==> src/rtl/jtag_chain_host_pkg.sv <==
package jtag_chain_host_pkg;

    typedef enum logic [1:0] {
        OP_RESET = 2'b00,
        OP_IR    = 2'b01,
        OP_DR    = 2'b10,
        OP_DR_B  = 2'b11
    } op_e;

    typedef enum logic [2:0] {
        ST_IDLE,
        ST_RESET,
        ST_ENTER,
        ST_SHIFT,
        ST_EXIT
    } st_e;

    localparam int RESET_CYCLES = 5;

endpackage

==> src/rtl/jtag_chain_host_div.sv <==
module jtag_chain_host_div #(
    parameter int HALF_DIV = 2
) (
    input  logic clk,
    input  logic rst_n,
    input  logic run,
    output logic tick
);
    localparam int DIV_W = (HALF_DIV > 1) ? $clog2(HALF_DIV) : 1;
    localparam logic [DIV_W-1:0] LAST = DIV_W'(HALF_DIV - 1);

    logic [DIV_W-1:0] cnt_q;

    assign tick = run && (cnt_q == LAST);

    always_ff @(posedge clk or negedge rst_n) begin
        if (!rst_n) begin
            cnt_q <= '0;
        end else if (!run || tick) begin
            cnt_q <= '0;
        end else begin
            cnt_q <= cnt_q + DIV_W'(1);
        end
    end
endmodule

==> src/rtl/jtag_chain_host_walk.sv <==
module jtag_chain_host_walk (
    input  logic       is_ir,
    input  logic       from_reset,
    output logic [4:0] walk_bits,
    output logic [2:0] walk_len
);
    logic [4:0] base_bits;
    logic [2:0] base_len;

    always_comb begin
        // From Run-Test/Idle: IR needs 1,1,0,0 and DR needs 1,0,0 (bit 0 first).
        base_bits = is_ir ? 5'b00011 : 5'b00001;
        base_len  = is_ir ? 3'd4 : 3'd3;
        if (from_reset) begin
            // A leading 0 moves Test-Logic-Reset to Run-Test/Idle first.
            walk_bits = {base_bits[3:0], 1'b0};
            walk_len  = base_len + 3'd1;
        end else begin
            walk_bits = base_bits;
            walk_len  = base_len;
        end
    end
endmodule

==> src/rtl/jtag_chain_host_cap.sv <==
module jtag_chain_host_cap #(
    parameter int MAX_BITS = 32,
    parameter int IDX_W    = 5
) (
    input  logic                clk,
    input  logic                rst_n,
    input  logic                clear,
    input  logic                sample,
    input  logic [IDX_W-1:0]    idx,
    input  logic                bit_in,
    output logic [MAX_BITS-1:0] data
);
    always_ff @(posedge clk or negedge rst_n) begin
        if (!rst_n) begin
            data <= '0;
        end else if (clear) begin
            data <= '0;
        end else if (sample) begin
            data[idx] <= bit_in;
        end
    end
endmodule

==> src/rtl/jtag_chain_host.sv <==
module jtag_chain_host
    import jtag_chain_host_pkg::*;
#(
    parameter int MAX_BITS = 32,
    parameter int HALF_DIV = 2,
    localparam int LEN_W   = $clog2(MAX_BITS + 1)
) (
    input  logic                clk,
    input  logic                rst_n,
    input  logic                cmd_valid,
    output logic                cmd_ready,
    input  logic [1:0]          cmd_op,
    input  logic [LEN_W-1:0]    cmd_len,
    input  logic [MAX_BITS-1:0] cmd_data,
    output logic                rsp_valid,
    output logic [MAX_BITS-1:0] rsp_data,
    output logic                busy,
    output logic                scan_clk_o,
    output logic                scan_mode_o,
    output logic                scan_out_o,
    input  logic                scan_in_i
);
    localparam int IDX_W = (MAX_BITS > 1) ? $clog2(MAX_BITS) : 1;
    localparam logic [LEN_W-1:0] LEN_MAX = LEN_W'(MAX_BITS);
    localparam logic [2:0] RESET_LAST = 3'(RESET_CYCLES - 1);

    st_e                 state_q;
    logic [2:0]          step_q;
    logic [IDX_W-1:0]    idx_q;
    logic [LEN_W-1:0]    len_q;
    logic [MAX_BITS-1:0] pay_q;
    logic                is_ir_q;
    logic                at_reset_q;
    logic                sclk_q;
    logic                rsp_q;

    logic                tick;
    logic                rise_ev;
    logic                fall_ev;
    logic                last_bit;
    logic                accept;
    logic [LEN_W-1:0]    eff_len;
    logic [4:0]          walk_bits;
    logic [2:0]          walk_len;
    logic                mode_d;
    logic                out_d;

    assign accept   = cmd_valid && (state_q == ST_IDLE);
    assign rise_ev  = tick && !sclk_q;
    assign fall_ev  = tick && sclk_q;
    assign last_bit = (LEN_W'(idx_q) + LEN_W'(1)) == len_q;
    assign eff_len  = (cmd_len == '0)     ? LEN_W'(1) :
                      (cmd_len > LEN_MAX) ? LEN_MAX   : cmd_len;

    jtag_chain_host_div #(
        .HALF_DIV (HALF_DIV)
    ) u_div (
        .clk   (clk),
        .rst_n (rst_n),
        .run   (state_q != ST_IDLE),
        .tick  (tick)
    );

    jtag_chain_host_walk u_walk (
        .is_ir      (is_ir_q),
        .from_reset (at_reset_q),
        .walk_bits  (walk_bits),
        .walk_len   (walk_len)
    );

    jtag_chain_host_cap #(
        .MAX_BITS (MAX_BITS),
        .IDX_W    (IDX_W)
    ) u_cap (
        .clk    (clk),
        .rst_n  (rst_n),
        .clear  (accept),
        .sample (rise_ev && (state_q == ST_SHIFT)),
        .idx    (idx_q),
        .bit_in (scan_in_i),
        .data   (rsp_data)
    );

    // State register: every move after leaving idle happens on a falling scan edge.
    always_ff @(posedge clk or negedge rst_n) begin
        if (!rst_n) begin
            state_q    <= ST_IDLE;
            step_q     <= '0;
            idx_q      <= '0;
            len_q      <= '0;
            pay_q      <= '0;
            is_ir_q    <= 1'b0;
            at_reset_q <= 1'b0;
            sclk_q     <= 1'b0;
            rsp_q      <= 1'b0;
        end else begin
            rsp_q <= 1'b0;
            if (tick) begin
                sclk_q <= !sclk_q;
            end
            unique case (state_q)
                ST_IDLE: begin
                    if (cmd_valid) begin
                        pay_q   <= cmd_data;
                        len_q   <= eff_len;
                        is_ir_q <= (op_e'(cmd_op) == OP_IR);
                        step_q  <= '0;
                        idx_q   <= '0;
                        state_q <= (op_e'(cmd_op) == OP_RESET) ? ST_RESET : ST_ENTER;
                    end
                end
                ST_RESET: begin
                    if (fall_ev) begin
                        if (step_q == RESET_LAST) begin
                            state_q    <= ST_IDLE;
                            rsp_q      <= 1'b1;
                            at_reset_q <= 1'b1;
                        end else begin
                            step_q <= step_q + 3'd1;
                        end
                    end
                end
                ST_ENTER: begin
                    if (fall_ev) begin
                        if (step_q == walk_len - 3'd1) begin
                            state_q <= ST_SHIFT;
                            step_q  <= '0;
                        end else begin
                            step_q <= step_q + 3'd1;
                        end
                    end
                end
                ST_SHIFT: begin
                    if (fall_ev) begin
                        if (last_bit) begin
                            state_q <= ST_EXIT;
                            step_q  <= '0;
                        end else begin
                            idx_q <= idx_q + IDX_W'(1);
                        end
                    end
                end
                ST_EXIT: begin
                    if (fall_ev) begin
                        if (step_q == 3'd1) begin
                            state_q    <= ST_IDLE;
                            rsp_q      <= 1'b1;
                            at_reset_q <= 1'b0;
                        end else begin
                            step_q <= step_q + 3'd1;
                        end
                    end
                end
                default: state_q <= ST_IDLE;
            endcase
        end
    end

    // Outputs: mode and serial data follow the registered state only.
    always_comb begin
        mode_d = 1'b0;
        out_d  = 1'b0;
        unique case (state_q)
            ST_IDLE:  mode_d = 1'b0;
            ST_RESET: mode_d = 1'b1;
            ST_ENTER: mode_d = walk_bits[step_q];
            ST_SHIFT: begin
                mode_d = last_bit;
                out_d  = pay_q[idx_q];
            end
            ST_EXIT:  mode_d = (step_q == 3'd0);
            default:  mode_d = 1'b0;
        endcase
    end

    assign scan_mode_o = mode_d;
    assign scan_out_o  = out_d;
    assign scan_clk_o  = sclk_q;
    assign busy        = (state_q != ST_IDLE);
    assign cmd_ready   = (state_q == ST_IDLE);
    assign rsp_valid   = rsp_q;
endmodule

==> config.mk <==
export PLATFORM = sky130hd
export DESIGN_NAME = jtag_chain_host
export DESIGN_NICKNAME = d
export VERILOG_FILES = /design/src/rtl/jtag_chain_host_pkg.sv /design/src/rtl/jtag_chain_host_div.sv /design/src/rtl/jtag_chain_host_walk.sv /design/src/rtl/jtag_chain_host_cap.sv /design/src/rtl/jtag_chain_host.sv
export SDC_FILE = /design/constraint.sdc
export NUM_CORES = 1
export LEC_CHECK = 0
export BUFFER_PORTS_ARGS = -buffer_cell sky130_fd_sc_hd__buf_4
export CAP_MARGIN = 25
export CORE_ASPECT_RATIO = 0.8
export CORE_MARGIN = 1
export CORE_UTILIZATION = 60
export CTS_CLUSTER_SIZE = 16
export DETAILED_ROUTE_END_ITERATION = 12
export PLACE_DENSITY = 0.85
export SYNTH_ARGS = -nofsm -noshare
export SYNTH_HDL_FRONTEND = slang
export SYNTH_SLANG_ARGS = --single-unit
==> constraint.sdc <==
create_clock -name clk -period 3.3 [get_ports clk]
set_input_delay 0.165 -clock clk [delete_from_list [all_inputs] [get_ports clk]]
set_output_delay 0.165 -clock clk [all_outputs]
set_load 0.005 [all_outputs]
==> key figures, run 1 <==
Status
  • Status: complete, no violations

Finish
  • Multi-input combinational cell area: 2150 sq um
  • FILL cells: 440
  • Storage cell area: 2150 sq um
  • Share of layout cells above drive strength 1: between 20% and 30%
  • Area delta synth->final: 24.4%
  • Nets: around 640
  • Diode count: 0

Timing
  • Worst slew pin tran: ~0.8 ns
  • Final Hold Fails: 0
  • Fin crit share: between 80 and 90%
  • Clock Skew: 0.00984 ns
  • # setup viols final: 0
  • Worst hold slack: 0.0196 ns
  • Fin Setup TNS: 0 ns
  • Max Fclk: 0.367 GHz
  • Relative slew margins: between 40 and 50%
  • RSZ-0062 raised after global routing: no
  • Fin. max-slew vios: 0
  • Tmin final: around 2.7 ns

Routing
  • Residual DRC: 0
  • Vias/cell: 5.70
  • Total wire length: between 10000 and 15000 um
  • Initial DRC count: about 260
  • DRT Pass-1 Iters: 5
  • ANT nets after route: 0
  • Via count: 3829
  • Avg WL per Cell: 16.3 um

Min path
  • Hold path endpoint: pay_q[2]
  • Hold Crit Start: cmd_data[2]
  • Worst Hold Class: in -> reg
  • WHS Path Cells: 3

Clock network
  • Worst-path clk slew: 0.08 ns
  • CTS H-tree depth: 3
  • Hold buffer count at CTS: 27
  • Max clock buf depth: 2
  • Clock root cell: clkbuf_8
  • TritonCTS Buffers: 9
  • Setup bufs post-CTS: 0
  • CTS resizes: 0
  • TritonCTS clock tree: yes
  • Clock sinks: 86
  • Clock Latency Late Sink: about 0.36 ns

Logic synthesis
  • Syn nets: 542
  • Syn Inst Count: slightly below 500
  • Ys Warns: 0
  • EDFF count, synth: 0
  • XOR/XNOR Fraction of Synth Area: 2.14%
  • Ys async rst share: 100%
  • Complex-gate fraction of the synthesized area: 7.82%
  • Simple-Gate Fraction of Synth Area: 24.8%
  • Yosys cell types: 47
  • Sequential area share after synthesis: 47.9%
  • Adder-Cell Fraction of Synth Area: between 2 and 3%
  • Synth area leaders: dfrtp_1 (48%), nand2_1 (14%), mux2i_1 (6.2%), mux4_2 (4.0%), nor2_1 (3.2%)
  • Synth Flop Type: dfrtp_1
  • Synth cell count leaders: nand2_1 (168), dfrtp_1 (86), nor2_1 (38)
  • Syn Area/Cell: 9.21 sq um
  • Post-synthesis mux area share: between 10% and 20%
  • Top cell type's share of synthesized area: between 40% and 50%
  • Synth Cell Area: between 4000 and 5000 sq um
  • Largest family of logic cells by synthesized area: simple AND/OR/NAND/NOR gates
  • Yosys reg bits: 86
  • Count leader, synth: nand2_1
  • Yosys top cell by area: dfrtp_1

Pwr
  • Clock power share: 16.7%
  • Switching Share: 38.8%
  • Maximum VDD drop: 0.000381 V
  • Leak Pwr: 2.89 nW
  • Comb pwr share: 42.2%
  • Pwr dens: 863 nW/um^2
  • Internal power: 0.00295 W
  • Seq pwr share: 41.1%
  • Switching pwr: 0.00187 W

Place
  • Post-DP HPWL: 7200 um
  • Port Buffers: 81
  • Final Wtd Congestion: 0.854

Worst setup path
  • Crit path kind: reg -> out
  • Startpoint types: register
  • RR Startpoint: idx_q[1]
  • Worst Setup End Kind: output port
  • Worst Reg-to-Reg Cells: 7
  • CP max FO: 12
  • CP required: 3.13 ns
  • FF-to-FF End: idx_q[2]
  • Data arrival, critical path: roughly 2.6 ns
  • Reg-to-reg slack, setup: 0.89 ns

Global routing
  • Largest net degree at the start of global routing: between 40 and 50
  • Vias in the first global route: 3879
  • First-pass GRT wire length: 18600 um
  • GRT Total Usage: 30.9%
  • Initial antenna violation count: 0
  • GRT overflow: 0

Floorplanning
  • Die area: 7840 sq um
  • Row count: 27
  • Top-Level Pins: 82
  • Core box area: 7060 sq um
  • Starting Density: 63.7%
  • Horiz. Die Dim: between 90 and 100 um
  • Die Span Y: roughly 79 um

Run
  • Max-cap viol count: 0
## per-layer routing
metal / track usage, % / up-vias / share of wire (%)
met2: 54.4 / 132 / 52
met4: 9.25 / 0 / 1.8
met1: 37.5 / 1881 / 40
met3: 8.06 / 20 / 5.5
li1: - / 1796 / -
met5: 0 / - / 0
## power groups by stage
stage	Clock (W)	Sequential [W]	Combinational, W
after floorplan	0	0.00178	0.00148
after global placement	0	0.00195	0.00191
after detailed placement	0	0.00198	0.00199
after CTS	0.000813	0.00196	0.00203
after global routing	0.000849	0.00204	0.00228
final	0.000806	0.00198	0.00204
## kinds of logic (layout without fill, tap and decap cells)
family / after synthesis / count (layout)
flip-flops: 86 / 86
AND/OR/NAND/NOR: 258 / 258
multiplexers: 36 / 36
adder cells (fa/ha/maj): 10 / 10
XOR/XNOR: 11 / 11
AO/OA/AOI/OAI: 47 / 47
buffers and inverters: 40 / 137
## critical path, stage by stage, from the launching register on
cell and delay [ns]:
dfrtp_1 0.65, ha_1 0.37, nand3_1 0.16, o21ai_0 0.20, o2111a_2 0.30, nand2_1 0.11
a21oi_1 0.17, a21o_1 0.14, buf_4 0.10
## state kept, by name, indices dropped and copies added (netlist names)
register and count:
at_reset_q 1, idx_q 5, is_ir_q 1, len_q 6, pay_q 32, rsp_valid 1, scan_clk_o 1, state_q 3
step_q 3, u_cap.data 32, u_div.cnt_q 1
## cell type report
type                    count  share of cell area [%]
inverters                   9                   0.604
clock inverters             5                    1.50
well taps                  87                    1.95
multi-input cells         362                    38.4
repair buffers            113                    16.7
clock buffers              10                    2.28
flip-flops and latches     86                    38.5
## worst max-delay path by stage
stage,start,to,slack (ns),depth (start not counted)
2_1_floorplan,idx_q[0],idx_q[2],1.09,9
3_3_place_gp,idx_q[1],idx_q[2],1.03,7
5_1_grt,idx_q[1],scan_mode_o,0.36,8
4_1_cts,idx_q[1],scan_mode_o,0.55,9
3_5_place_dp,idx_q[1],idx_q[2],0.88,7
6_report,idx_q[1],scan_mode_o,0.58,8
## placed cells by master (no fill, tap or decap), types with 2 or more instances in the layout
| cell | synthesis | final |
|---|---|---|
| nand2_1 | 168 | 168 |
| dfrtp_1 | 86 | 86 |
| buf_4 | 2 | 85 |
| nor2_1 | 38 | 38 |
| mux2i_1 | 28 | 28 |
| dlygate4sd3_1 | 0 | 27 |
| a21oi_1 | 15 | 15 |
| nand3_1 | 11 | 11 |
| ha_1 | 10 | 10 |
| clkbuf_8 | 0 | 9 |
| inv_1 | 8 | 8 |
| o21ai_0 | 8 | 8 |
| nor3_1 | 8 | 8 |
| mux4_2 | 8 | 8 |
| xnor2_1 | 7 | 7 |
| nand3b_1 | 7 | 7 |
| nor3b_1 | 6 | 6 |
| and2_1 | 6 | 5 |
| xor2_1 | 4 | 4 |
| nor4_1 | 4 | 4 |
| a22oi_1 | 3 | 3 |
| nor2b_1 | 3 | 3 |
| a21o_1 | 3 | 3 |
| o21ai_1 | 3 | 3 |
| o31ai_1 | 2 | 2 |
| bufinv_16 | 0 | 2 |
| clkinvlp_4 | 0 | 2 |
## stage by stage
| step | instance area [sq um] | cells | setup slack [ns] | power (W) | util [%] |
|---|---|---|---|---|---|
| 6_report | 5590 | 672 | 0.576 | 0.00482 | 79.2 |
| 3_5_place_dp | 5110 | 630 | 0.880 | 0.00398 | 72.4 |
| 3_3_place_gp | 5080 | 629 | 1.03 | 0.00386 | 72.0 |
| 4_1_cts | 5590 | 672 | 0.552 | 0.00481 | 79.2 |
| 5_1_grt | 5590 | 672 | 0.358 | 0.00517 | 79.2 |
| 2_1_floorplan | 4500 | 488 | 1.09 | 0.00325 | - |
Note: power is estimated with default switching activity, not from simulation.
==> inputs of run 2 (changes only) <==
CORE_UTILIZATION = 56   (was 60)
PLACE_DENSITY = 0.8   (was 0.85)
clock period = 2.7 ns   (was 3.3 ns; I/O delays follow)
==> key figures, run 2 (synthesized netlist as in run 1, its figures left out) <==
Status
  • Status: complete, no violations

Worst setup path
  • CP required: 2.57 ns (-0.56 ns)
  • Max incr delay on CP: 0.55 ns (-0.10 ns)
  • Data arrival, critical path: 2.44 ns (-0.12 ns)
  • RR Startpoint: state_q[2]
  • Most Frequent Cell on Critical Path: buf_4
  • Crit-path cells: buf_4 -> mux4_2 -> a22o_1 -> a221oi_1 -> a31oi_1 -> buf_4
  • Worst Reg-to-Reg Cells: 6 (-1)
  • Reg-to-reg slack, setup: 0.48 ns (-0.41 ns)
  • CP max FO: 12 (unchanged)
  • Startpoint types: register
  • FF-to-FF End: u_cap.data[9]
  • Worst Setup End Kind: output port
  • CP max-delay cell: mux4_2
  • Crit path kind: reg -> out

Floorplanning
  • Die Span Y: 82.1 um (+3.4%)
  • Row count: 28 (+3.7%)
  • Core box area: 7570 sq um (+7.2%)
  • Starting Density: 59.4% (-4.3 points)
  • Top-Level Pins: 82 (unchanged)
  • Horiz. Die Dim: 102 um (+3.4%)
  • Die area: 8390 sq um (+7.0%)

Timing
  • Final Hold Fails: 0 (unchanged)
  • Worst slew pin tran: 0.757 ns (-0.0447 ns)
  • Fin Setup TNS: 0 ns (unchanged)
  • Clock Skew: 0.00923 ns (-0.000609 ns)
  • Relative slew margins: 49.4% (+3.0 points)
  • # setup viols final: 0 (unchanged)
  • Tmin final: 2.57 ns
  • Max Fclk: a little under 0.4 GHz
  • Fin crit share: 95.3%
  • Fin. max-slew vios: 0 (unchanged)
  • RSZ-0062 raised after global routing: no

Place
  • Placed instance area: 5180 sq um (+1.5%)
  • Cell count after placement: 655 (+4.0%)
  • Final Wtd Congestion: 0.834 (-2.3%)
  • Port Buffers: 81 (unchanged)
  • Post-DP HPWL: 7120 um (-1.0%)

Pwr
  • Clock power share: 14.8% (-1.9 points)
  • Comb pwr share: 45.5% (+3.3 points)
  • Leak Pwr: 2.94 nW (+1.9%)
  • Seq pwr share: 39.7% (-1.4 points)
  • Maximum VDD drop: 0.000486 V (+28%)
  • Pwr dens: 1020 nW/um^2 (+19%)
  • Switching pwr: 0.00233 W (+24%)
  • Internal power: 0.00351 W (+19%)
  • Switching Share: 39.9% (+1.0 points)

Global routing
  • First-pass GRT wire length: 17600 um (-5.3%)
  • GRT Total Usage: 27.8% (-3.1 points)
  • Vias in the first global route: 3775 (-2.7%)
  • Largest net degree at the start of global routing: 49 (+4.3%)
  • GRT overflow: 0 (unchanged)
  • Initial antenna violation count: 0 (unchanged)

Run
  • Max-cap viol count: 0 (unchanged)

Clock network
  • Max clock buf depth: 2 (unchanged)
  • CTS resizes: 0 (unchanged)
  • TritonCTS clock tree: yes
  • TritonCTS Buffers: 9 (unchanged)
  • Clock Latency Late Sink: 0.36 ns (about the same)
  • Clock root cell: clkbuf_8
  • Clock sinks: 86 (unchanged)
  • Worst-path clk slew: 0.09 ns (about the same)
  • CTS H-tree depth: 3 (unchanged)

Finish
  • Area delta synth->final: 27.0%
  • Share of layout cells above drive strength 1: 21.4% (+1.0 points)
  • Final Non-Filler Cells: 704 (+4.8%)
  • Commonest cells after routing, fill and taps aside: nand2_1 (168), buf_4 (92), dfrtp_1 (86), nor2_1 (38), dlygate4sd3_1 (33)
  • Post-route cell area: 5710 sq um (+2.1%)
  • Diode count: 0 (unchanged)
  • Top flop regs: pay_q (32), u_cap.data (32), len_q (6)
  • Commonest non-fill, non-tap cell in the layout: nand2_1
  • Nets: 648 (+2.0%)

Min path
  • Worst Hold Class: in -> reg
  • Hold path endpoint: len_q[0]
  • Hold Crit Start: cmd_len[5]
  • WHS Path Cells: 2 (-1)

Routing
  • Via count: 3788 (-1.1%)
  • ANT nets after route: 0 (unchanged)
  • Initial DRC count: 248 (-5.0%)
  • Avg WL per Cell: 15.4 um (-5.7%)
  • DRT Pass-1 Iters: 5 (unchanged)
  • Total wire length: 10900 um (-1.2%)
  • Vias/cell: 5.38 (-5.6%)
  • Residual DRC: 0 (unchanged)
[run 2: metal layers]
| metal | vias to the layer above | global-route usage, % | routed length, um |
|---|---|---|---|
| li1 | 1826 | - | - |
| met1 | 1827 | 35.8 | 4720 |
| met2 | 112 | 47.2 | 5400 |
| met3 | 23 | 5.05 | 536 |
| met4 | 0 | 10.4 | 198 |
| met5 | - | 0 | 0 |
[run 2: power groups by stage]
stage | logic, W | clock network, W | registers [W]
2_1_floorplan | 0.00181 | 0 | 0.00217
3_3_place_gp | 0.00250 | 0 | 0.00230
3_5_place_dp | 0.00260 | 0 | 0.00233
4_1_cts | 0.00266 | 0.000881 | 0.00230
5_1_grt | 0.00295 | 0.000922 | 0.00239
6_report | 0.00266 | 0.000866 | 0.00232
[run 2: worst max-delay path: cells and delay by family, from the launching register on]
kind            cells  cell delay [ns]
compound gates      3             0.70
buf+inv             2             0.43
mux                 1             0.55
flops               1             0.40
[run 2: how the worst max path moves through the flow]
stage / endpoint / cells past startpoint / slack [ns] / startpoint
5_1_grt: scan_out_o / 6 / 0.02 / idx_q[0]
6_report: scan_out_o / 6 / 0.13 / idx_q[0]
3_3_place_gp: scan_out_o / 6 / 0.47 / idx_q[0]
4_1_cts: scan_out_o / 6 / 0.14 / idx_q[0]
3_5_place_dp: u_cap.data[9] / 6 / 0.52 / state_q[2]
2_1_floorplan: idx_q[2] / 9 / 0.49 / idx_q[0]
[run 2: stage by stage]
stage	util (%)	hold slack, ns	setup WS (ns)	power [W]
6_report	75.5	0.0113	0.127	0.00584
5_1_grt	75.5	0.0272	0.0249	0.00626
4_1_cts	75.5	0.0111	0.137	0.00585
3_5_place_dp	68.5	0.143	0.519	0.00493
3_3_place_gp	68.2	0.325	0.473	0.00480
2_1_floorplan	-	-0.161	0.494	0.00398
[run 2: final cells by class]
cell class	instances	area, sq um
Clock inverter	6	57.6
Clock buffer	10	138
Inverter	9	33.8
Multi-Input combinational cell	362	2150
Tap cell	105	131
Fill cell	548	1860
Timing Repair Buffer	126	1050
Sequential cell	86	2150
[run 2: repair_timing]
item                                   4_1_cts  5_1_grt
buffers inserted                             0        0
endpoints found under the hold margin       70        0
hold buffers                                33        0
==> inputs of run 3 (changes only) <==
CELL_PAD_IN_SITES_DETAIL_PLACEMENT = 1   (was not set)
CELL_PAD_IN_SITES_GLOBAL_PLACEMENT = 2   (was not set)
CORE_UTILIZATION = 34   (was 56)
PLACE_DENSITY = not set   (was 0.8)
PLACE_DENSITY_LB_ADDON = 0.1   (was not set)
==> key figures, run 3 (synthesized netlist as in run 1, its figures left out) <==
Status
  • Status: complete, no violations

Floorplanning
  • Die area: 13700 sq um (+63%)
  • Starting Density: 34.9% (-24 points)
  • Die Span Y: 105 um (+28%)
  • Core box area: 12900 sq um (+70%)
  • Top-Level Pins: 82 (unchanged)
  • Row count: 37 (+32%)
  • Horiz. Die Dim: 131 um (+28%)

Timing
  • RSZ-0062 raised after global routing: no
  • Relative slew margins: 56.1% (+6.6 points)
  • Tmin final: 2.49 ns (-0.0871 ns)
  • Clock Skew: 0.00424 ns (-0.00499 ns)
  • Final Hold Fails: 0 (unchanged)
  • Post-route worst setup slack: 0.214 ns (+0.0871 ns)
  • # setup viols final: 0 (unchanged)
  • Max Fclk: 0.402 GHz (+3.5%)
  • Worst slew pin tran: 0.657 ns (-0.0994 ns)
  • Fin crit share: 92.1% (-3.2 points)
  • Fin. max-slew vios: 0 (unchanged)
  • Fin Setup TNS: 0 ns (unchanged)

Clock network
  • Clock root cell: clkbuf_16
  • CTS H-tree depth: 3 (unchanged)
  • Max clock buf depth: 2 (unchanged)
  • Setup bufs post-CTS: 0 (unchanged)
  • Clock sinks: 86 (unchanged)
  • Worst-path clk slew: 0.06 ns (-0.03 ns)
  • TritonCTS clock tree: yes
  • Clock Latency Late Sink: 0.34 ns (-0.02 ns)
  • TritonCTS Buffers: 9 (unchanged)
  • CTS resizes: 0 (unchanged)

Finish
  • Diode count: 0 (unchanged)
  • Commonest cells after routing, fill and taps aside: nand2_1 (168), buf_4 (94), dfrtp_1 (86), nor2_1 (38), dlygate4sd3_1 (29)
  • Share of layout cells above drive strength 1: 21.7% (+0.37 points)
  • Final Non-Filler Cells: 773 (+9.8%)
  • Area delta synth->final: 31.8%
  • Nets: 647 (-0.15%)
  • Commonest non-fill, non-tap cell in the layout: nand2_1
  • Top flop regs: pay_q (32), u_cap.data (32), len_q (6)

Routing
  • Avg WL per Cell: 15.7 um (+1.7%)
  • Via count: 3726 (-1.6%)
  • ANT nets after route: 0 (unchanged)
  • DRT Pass-1 Iters: 4 (-1)
  • Vias/cell: 4.82 (-10%)
  • Residual DRC: 0 (unchanged)
  • Initial DRC count: 104 (-58%)
  • Total wire length: 12100 um (+12%)

Worst setup path
  • Startpoint types: register
  • Crit path kind: reg -> out
  • Data arrival, critical path: 2.35 ns (-0.09 ns)
  • Launch point of the worst path: idx_q[0]
  • Reg-to-reg slack, setup: 0.53 ns (+0.05 ns)
  • CP max FO: 12 (unchanged)
  • Worst Setup End Kind: output port
  • RR Startpoint: idx_q[1]
  • Worst Reg-to-Reg Cells: 7 (+1)
  • CP required: 2.57 ns (about the same)

Run
  • Max-cap viol count: 0 (unchanged)

Global routing
  • GRT overflow: 0 (unchanged)
  • First-pass GRT wire length: 20400 um (+15%)
  • Largest net degree at the start of global routing: 50 (+2.0%)
  • Vias in the first global route: 3930 (+4.1%)
  • GRT Total Usage: 19.5% (-8.3 points)
  • Initial antenna violation count: 0 (unchanged)

Place
  • Post-DP HPWL: 8360 um (+17%)
  • Port Buffers: 81 (unchanged)
  • Cell count after placement: 728 (+11%)
  • Post-place setup slack: 0.546 ns (+0.0277 ns)
  • Final Wtd Congestion: 0.798 (-4.3%)

Min path
  • Worst Hold Class: in -> reg
  • Hold Crit Start: cmd_data[30]
  • WHS Path Cells: 3 (+1)

Pwr
  • Pwr dens: 1080 nW/um^2 (+5.6%)
  • Leak Pwr: 3.01 nW (+2.5%)
  • Maximum VDD drop: 0.000485 V (-0.28%)
run 3: cell count changes in the layout (fill, tap and decap cells not counted):
cell and change:
dlygate4sd3_1 -4, inv_6 -1, buf_16 -1, clkinv_2 +1, bufinv_16 +2, buf_4 +2, clkinv_8 -1, clkbuf_8 -7
clkbuf_16 +9, buf_12 +2, clkinv_4 -2, clkinvlp_4 -2, clkbuf_1 +1
run 3: stage by stage:
stage	utilization, %	hold slack, ns	total power (W)	instance area (sq um)
after detailed placement	41.2	0.165	0.00505	5300
after CTS	46.0	0.00202	0.00650	5930
after floorplan	-	-0.161	0.00398	4500
after global placement	41.2	0.166	0.00494	5300
final	46.0	0.00977	0.00640	5930
after global routing	46.0	0.00466	0.00691	5930
run 3: where the power goes:
group | internal, W | switching (W) | leakage (nW)
Combinational | 0.00131 | 0.00138 | 1.74
Clock | 0.000886 | 0.000505 | 0.166
Sequential | 0.00185 | 0.000465 | 1.11
Total | 0.00405 | 0.00235 | 3.01
run 3: path summary, 6_finish.rpt:
| check | endpoint |
|---|---|
| worst max-delay path | scan_out_o |
| max in group asynchronous | pay_q[28] |
| worst max register to register | idx_q[2] |
| min in group asynchronous | at_reset_q |
| worst min register to register | pay_q[18] |
| worst min-delay path | pay_q[30] |
run 3: metal layers:
metal | GRT usage [%] | share of wire (%) | wire (um) | up-vias
met4 | 5.83 | 1.4 | 170 | 0
met3 | 4.05 | 3.3 | 396 | 13
met2 | 30.7 | 47 | 5690 | 62
met5 | 0 | 0 | 0 | -
li1 | - | - | - | 1820
met1 | 26.7 | 48 | 5860 | 1831
run 3: cell type report:
type / count / area (sq um)
Multi-Input combinational cell: 362 / 2150
Clock buffer: 13 / 270
Sequential cell: 86 / 2150
Tap cell: 175 / 219
Clock inverter: 3 / 65.1
Fill cell: 1534 / 6940
Inverter: 9 / 33.8
Timing Repair Buffer: 125 / 1040
run 3: timing repair:
item | in CTS | in global routing
setup endpoints to repair | 0 | 0
hold buffers | 29 | 0
hold endpoints to repair | 66 | 0
run 3: critical path, cell delays in order (launching register included):
cell,delay [ns]
dfrtp_1,0.40
buf_4,0.27
mux4_2,0.54
a22o_1,0.24
a221oi_1,0.27
a31oi_1,0.14
buf_4,0.16
